==> src/rtl/cond_pkg.sv <==
package cond_pkg;
  localparam int OCTET_W = 8;
  localparam int SIG_W   = 4;

  typedef enum logic [1:0] {
    ZCS_NONE = 2'b00,
    ZCS_GTE  = 2'b01,
    ZCS_RSVD = 2'b10,
    ZCS_BELL = 2'b11
  } zcsMode_e;

  // Strobes handed from control to datapath
  typedef struct packed {
    logic replace;    // substitute idle code
    logic insertSig;  // overwrite LSB with signaling bit
    logic sigBit;     // value for LSB
    logic forceLsb;   // set bit 8 if zero
    logic forceB7;    // set bit 7 if zero
  } condStrb_t;
endpackage

==> src/rtl/cond_ctl.sv <==
module cond_ctl
  import cond_pkg::*;
#(
  parameter int FRAME_W    = 5,
  parameter int SIG_PERIOD = 6
) (
  input  logic               clk,
  input  logic               rstN,
  input  logic [FRAME_W-1:0] frameNum,
  input  logic               sigFrame,
  input  logic               trunkCondEn,
  input  logic               perChanCtlEn,
  input  logic [1:0]         globalZcs,
  input  logic [1:0]         chanZcs,
  input  logic [SIG_W-1:0]   sigBits,
  output condStrb_t          strb
);
  localparam logic [FRAME_W-1:0] FRM_A = FRAME_W'(SIG_PERIOD);
  localparam logic [FRAME_W-1:0] FRM_B = FRAME_W'(2*SIG_PERIOD);
  localparam logic [FRAME_W-1:0] FRM_C = FRAME_W'(3*SIG_PERIOD);

  zcsMode_e effMode;
  logic     condOn;
  logic     letterBit;

  always_comb begin
    effMode = zcsMode_e'(globalZcs | chanZcs);
    condOn  = trunkCondEn & perChanCtlEn;
    if (frameNum == FRM_A)      letterBit = sigBits[3];
    else if (frameNum == FRM_B) letterBit = sigBits[2];
    else if (frameNum == FRM_C) letterBit = sigBits[1];
    else                        letterBit = sigBits[0];
  end

  always_comb begin
    strb           = '0;
    strb.replace   = condOn;
    strb.insertSig = condOn & sigFrame;
    strb.sigBit    = letterBit;
    unique case (effMode)
      ZCS_GTE: begin
        strb.forceLsb = ~sigFrame;
        strb.forceB7  = sigFrame;
      end
      ZCS_BELL: strb.forceB7 = 1'b1;
      default: ;
    endcase
  end

  assert_pcce_gate_R2: assert property (@(posedge clk) disable iff (!rstN)
    !perChanCtlEn |-> !strb.replace && !strb.insertSig);
  assert_single_force_R5: assert property (@(posedge clk) disable iff (!rstN)
    $onehot0({strb.forceLsb, strb.forceB7}));
  assert_gte_sig_R5: assert property (@(posedge clk) disable iff (!rstN)
    (strb.forceLsb) |-> !sigFrame);
  assert_quiet_codes_R7: assert property (@(posedge clk) disable iff (!rstN)
    ((globalZcs | chanZcs) == 2'b10 || (globalZcs | chanZcs) == 2'b00)
      |-> !strb.forceLsb && !strb.forceB7);
endmodule

==> src/rtl/cond_dp.sv <==
module cond_dp
  import cond_pkg::*;
(
  input  logic               clk,
  input  logic               rstN,
  input  logic [OCTET_W-1:0] chanOctet,
  input  logic [OCTET_W-1:0] idleCode,
  input  condStrb_t          strb,
  output logic [OCTET_W-1:0] outOctet
);
  logic [OCTET_W-1:0] condOctet;
  logic [OCTET_W-1:0] suppOctet;
  logic               isZero;
  logic               armed;

  always_comb begin
    condOctet = strb.replace ? idleCode : chanOctet;
    if (strb.insertSig) condOctet[0] = strb.sigBit;
    isZero    = (condOctet == '0);
    suppOctet = condOctet;
    if (isZero && strb.forceLsb) suppOctet[0] = 1'b1;
    if (isZero && strb.forceB7)  suppOctet[1] = 1'b1;
  end

  always_ff @(posedge clk or negedge rstN) begin
    if (!rstN) begin
      outOctet <= '0;
      armed    <= 1'b0;
    end else begin
      outOctet <= suppOctet;
      armed    <= 1'b1;
    end
  end

  assert_idle_upper_R1: assert property (@(posedge clk) disable iff (!rstN)
    armed && $past(strb.replace) |-> outOctet[OCTET_W-1:2] == $past(idleCode[OCTET_W-1:2]));
  assert_sig_lsb_R3: assert property (@(posedge clk) disable iff (!rstN)
    armed && $past(strb.insertSig) && $past(strb.sigBit) |-> outOctet[0]);
  assert_never_zero_R5: assert property (@(posedge clk) disable iff (!rstN)
    armed && $past(strb.forceLsb || strb.forceB7) |-> outOctet != '0);
  assert_nonzero_pass_R8: assert property (@(posedge clk) disable iff (!rstN)
    armed && !$past(strb.replace) && $past(chanOctet) != '0 |-> outOctet == $past(chanOctet));
endmodule

==> src/rtl/tx_chan_cond.sv <==
module tx_chan_cond
  import cond_pkg::*;
#(
  parameter int FRAME_W    = 5,
  parameter int SIG_PERIOD = 6
) (
  input  logic               clk,
  input  logic               rstN,
  input  logic [OCTET_W-1:0] chanOctet,
  input  logic [FRAME_W-1:0] frameNum,
  input  logic               sigFrame,
  input  logic               trunkCondEn,
  input  logic               perChanCtlEn,
  input  logic [1:0]         globalZcs,
  input  logic [1:0]         chanZcs,
  input  logic [OCTET_W-1:0] idleCode,
  input  logic [SIG_W-1:0]   sigBits,
  output logic [OCTET_W-1:0] outOctet
);
  condStrb_t strb;

  cond_ctl #(.FRAME_W(FRAME_W), .SIG_PERIOD(SIG_PERIOD)) u_ctl (
    .clk(clk), .rstN(rstN), .frameNum(frameNum), .sigFrame(sigFrame),
    .trunkCondEn(trunkCondEn), .perChanCtlEn(perChanCtlEn),
    .globalZcs(globalZcs), .chanZcs(chanZcs), .sigBits(sigBits), .strb(strb)
  );

  cond_dp u_dp (
    .clk(clk), .rstN(rstN), .chanOctet(chanOctet), .idleCode(idleCode),
    .strb(strb), .outOctet(outOctet)
  );
endmodule

==> config.mk <==
export PLATFORM = sky130hd
export DESIGN_NAME = tx_chan_cond
export DESIGN_NICKNAME = d
export VERILOG_FILES = /design/src/rtl/cond_pkg.sv /design/src/rtl/cond_ctl.sv /design/src/rtl/cond_dp.sv /design/src/rtl/tx_chan_cond.sv
export SDC_FILE = /design/constraint.sdc
export NUM_CORES = 1
export LEC_CHECK = 0
export CORE_MARGIN = 4
export CORE_UTILIZATION = 33
export DETAILED_ROUTE_END_ITERATION = 10
export HOLD_SLACK_MARGIN = 0.02
export PLACE_DENSITY = 0.83
export SLEW_MARGIN = 20
export SYNTH_ARGS = -nofsm -noshare
export SYNTH_HDL_FRONTEND = slang
export SYNTH_SLANG_ARGS = --single-unit
==> constraint.sdc <==
create_clock -name clk -period 1.2 [get_ports clk]
set_input_delay 0.3 -clock clk [delete_from_list [all_inputs] [get_ports clk]]
set_output_delay 0.3 -clock clk [all_outputs]
set_load 0.01 [all_outputs]
* Yosys cells after proc, flatten, opt, wreduce, memory -nomap -nowiden *
Index checks and enable logic that the tools add are counted.

cells by class
  add/sub/neg operators = 0
  $mul = 0
  divide/modulo/power cells = 0
  $lt $le $gt $ge = 0
  equality and inequality tests = 5
  shift operators = 0
  mux-type cells = 9
  bitwise gates (word level) = 4
  reductions and logical operators = 3

operator list
  operator            number
  $logic_not 8->1     1
  $mux 8              1
  $mux 1              7
  $eq 5x3->1 const B  1
  $eq 5x4->1 const B  1
  $eq 5x5->1 const B  1
  $and 1x1->1         2
  $eq 2x1->1 const B  1
  $eq 2x2->1 const B  1
  $logic_and 1x1->1   2
  $or 2x2->2          1
  $pmux 1 s2          1
  $not 1->1           1

word-level totals
  register bits = 8
  bits in latches = 0
  memory bits (writable) = 0
  ROM bits = 0
  bits of input ports = 34
  logic and storage cells = 22
  memories = 0

* Logic depth before layout (Yosys ltp) *
  depth after elaboration = 8
  mapped depth = 4
  gate-level depth less buffers = 4

* Modules after synthesis *
From an unflattened synthesis, not the netlist that was laid out.

unflattened totals
  cell total of the unflattened synthesis = 48
  area total of the unflattened synthesis = 524.3 sq um

by module, submodules not included
  module    times used  cells an instance  area each (sq um)  seq. area each (sq um)
  cond_dp   1           29                 389.1              200.2
  cond_ctl  1           19                 135.1              0.0

* Worst setup path after synthesis *
Ideal clock, no wire load.

  path type = input -> register
  from = in frameNum[4]
  to = reg u_dp.outOctet[0]
  arrival = 1.369 ns
  data required time = 1.068 ns
  setup slack = -0.300 ns
  stages = 4
  path buffers = 0
  cells stage by stage = or3b_1 -> o311ai_2 -> a2111oi_1 -> or3b_1

on the way
  longest elaborated chain between the ends = 8
  elaborated cells on any way between the ends = 10

ends and longest elaborated chain
  item                   line                source
  from (decl)            tx_chan_cond.sv:10  input logic [FRAME_W-1:0] frameNum,
  $eq 5x5->1             cond_ctl.sv:31      else if (frameNum == FRM_C) letterBit = sigBits[1];
  $mux 1                 cond_ctl.sv:31
  $mux 1                 cond_ctl.sv:30      else if (frameNum == FRM_B) letterBit = sigBits[2];
  $mux 1 (*)             cond_ctl.sv:29      if (frameNum == FRM_A) letterBit = sigBits[3];
  $mux 1 (*)             cond_dp.sv:18       if (strb.insertSig) condOctet[0] = strb.sigBit;
  $logic_not 8->1        cond_dp.sv:19       isZero = (condOctet == '0);
  $logic_and 1x1->1      cond_dp.sv:21       if (isZero && strb.forceLsb) suppOctet[0] = 1'b1;
  $mux 1 (*)             cond_dp.sv:21
  via u_dp.suppOctet[0]  cond_dp.sv:12       logic [OCTET_W-1:0] suppOctet;
  to (signal assigned)   cond_dp.sv:30       outOctet <= suppOctet;
  to (decl)              cond_dp.sv:9        output logic [OCTET_W-1:0] outOctet

The timed path passes the listed nets; every way through them passes the cells marked *.

* Worst setup path after layout *
  from = in frameNum[0]
  to = reg u_dp.outOctet[0]

The elaborated chain is that of the path after synthesis.

==> impl_metrics.csv <==
group,metric,value,unit
synthesis,async_flop_share,100.0,%
setup_path,startpoint_type,"input port",
pwr,p_comb_share,34.8,%
finish,layout-drive-gt1-share,39.80,%
detailed_routing,initialDrtViolationCount,4,
floorplanning,pin_count,42,
setup_path,arrival,1.55,ns
finish,seqCellArea,200.2,um2
sta,finalSetupViolCount,2,
setup_path,worst_ep_required_time,1.33,ns
outcome,violations,"negative setup slack",
floorplanning,die_area,2186,um2
sta,grt_setup_unrepaired,"yes",
finish,largest_register_ffs,8,
sta,period_minus_slack,1.418,ns
pwr,p_leak,0.4710,nW
finish,design_area,1090,um2
detailed_routing,drc,0,
synthesis,yosys_register_bits,8,
floorplanning,std_cell_rows,13,
pwr,switching_share,26.46,%
synthesis,yosys-top-cells-area,"dfrtp_1 40%, mux2_2 14%, nor4_1 3.8%",
sta,hold_viol_final,0,
pwr,seqPwrFrac,38.4,%
sta,tightest_slew,0.3521,ns
synthesis,syn_inst,48,
sta,timing.slew.headroom,76.45,%
pwr,power_switching,204.3,uW
detailed_routing,wl_per_cell,15.83,um
grt,grt_pass1_vias,645,
worst_hold_path,min_path_type,"input port to asynchronous set/reset pin",
floorplanning,start_util,36.70,%
clock_tree,cts_sinks,8,
sta,slew_violations,0,
synthesis,synth_top_area_cell,"dfrtp_1",
grt,grt_use_total,18.13,%
finish,num-fill-cells,88,
detailed_routing,ant_nets,0,
synthesis,synth-edff-count,0,
synthesis,netlist_area,495.5,um2
setup_path,cp-end-kind,"flip-flop",
clock_tree,cts_buffers,3,
pwr,power.total,772.2,uW
finish,area_growth,120.0,%
finish,nets,134,
pwr,clkPwrFrac,26.8,%
grt,grt_pass1_wl,2760,um
clock_tree,htreeDepth,1,
synthesis,yosysSeqAreaShare,40.40,%
synthesis,syn-num-nets,82,
clock_tree,tritoncts,"yes",
detailed_routing,wirelength,1789,um
place,gp_congestion,0.7222,
grt,grt_max_degree,9,
sta,setup-tns-final,-0.3646,ns
sta,fmax,0.7051,GHz
clock_tree,clockBufferDepth,2,
synthesis,synthTopCellsByCount,"8 x dfrtp_1, 6 x mux2_2",
place,dpl-instance-area,957.2,um2
detailed_routing,vias_per_cell,5.265,
grt,antenna_found_initial,0,
synthesis,synth_flop_cell,"dfrtp_1",
grt,grt_overflow,0,
floorplanning,die_width,46.75,um
detailed_routing,first_pass_iters,4,
outcome,outcome,"finished with violations",
finish,multi_input_area,389.1,um2
synthesis,yosys.cell_types.count,24,
floorplanning,core_area,1350,um2
finish,antenna_cells,0,
finish,top_register,"u_dp.outOctet",
pwr,vdd_ir_drop_max,0.3669,mV
pwr,power_density,708.6,nW/um2
clock_tree,ctsRootBufferMaster,"clkbuf_4",
synthesis,synth_top_area_share,40.40,%
setup_path,critPathKind,"input port to flip-flop",
detailed_routing,via_count,595,
synthesis,synth_warnings,0,
synthesis,syn_avg_cell_area,10.32,um2
finish,reg_top3,"u_dp.outOctet x8",
run,max_cap_violations,0,
place,hpwl,1403,um
setup_path,worstPathMaxFanout,3,
floorplanning,die_h,46.75,um
place,io_buffers,41,
sta,fin_ws,-0.2182,ns
sta,timing.final.crit_share,118.2,%
clock_tree,clkTransAtPathRegs,0.05,ns
pwr,p_int,567.9,uW
synthesis,yosysMostFrequentCell,"dfrtp_1",
[per-layer routing]
metal	vias up	part of all wire, %	track usage, %
li1	286	-	-
met1	262	36	18.69
met2	43	49	34.89
met3	4	12	4.598
met4	0	2.1	6.630
met5	-	0	0
[power groups by stage]
stage	clock network [mW]	logic, mW	registers, mW
floorplan	0	0.0561	0.313
global placement	0	0.252	0.301
detailed placement	0	0.258	0.302
CTS	0.203	0.264	0.296
global route	0.215	0.289	0.298
finish	0.207	0.269	0.296
[stage by stage]
step / std cells / hold WS (ns) / util, % / worst slack (ns)
floorplan: 48 / 0.004409 / - / -0.2755
CTS: 113 / 0.3395 / 78.78 / -0.2014
detailed placement: 108 / 0.6028 / 70.90 / -0.8465
global route: 113 / 0.3488 / 80.72 / -0.2509
global placement: 108 / 0.5941 / 70.90 / -0.7636
finish: 113 / 0.3151 / 80.72 / -0.2182
[placed cells by master (no fill, tap or decap), drive strengths merged, types with 3 or more instances in the layout]
cell and n:
clkdlybuf4s50 16, dlygate4sd2 13, buf 9, dfrtp 8, mux2 6, clkdlybuf4s15 6, clkbuf 4, inv 3
nor2 3, nand2 3, nor4 3
[final timing paths]
path,slack (ns),startpoint,endpoint,cells past startpoint
min in group clk,0.36,idleCode[5],u_dp.outOctet[5]$_DFF_PN0_,2
max,-0.22,frameNum[0],u_dp.outOctet[0]$_DFF_PN0_,5
max in group asynchronous,0.63,rstN,u_dp.outOctet[5]$_DFF_PN0_,1
min,0.32,rstN,u_dp.outOctet[0]$_DFF_PN0_,1
[cell families after synthesis]
kind of cell / share of synthesized area (%)
compound gates: 15.15
buf+inv: 2.273
flops: 40.40
mux: 15.66
simple gates: 26.52
[repair_timing]
item / in CTS / in global routing
endpoints found under the setup margin: 16 / 6
buffers inserted: 2 / 0
pin swaps: 14 / 5
hold buffers: 0 / 0
gates resized for setup: 56 / 12
[cell type report]
class                      instances  share of cell area (%)
timing repair buffer              47                   41.10
multi-input combinational         37                   35.71
sequential                         8                   18.37
clock buffer                       3                   2.067
tap                               15                   1.722
inverter                           3                   1.033
[critical path, stage by stage]
cell and delay [ns]:
buf_6 0.09, or3b_4 0.42, o311ai_4 0.28, a2111oi_4 0.08, or3b_1 0.38
No activity file was read; power rests on OpenSTA's default activity.
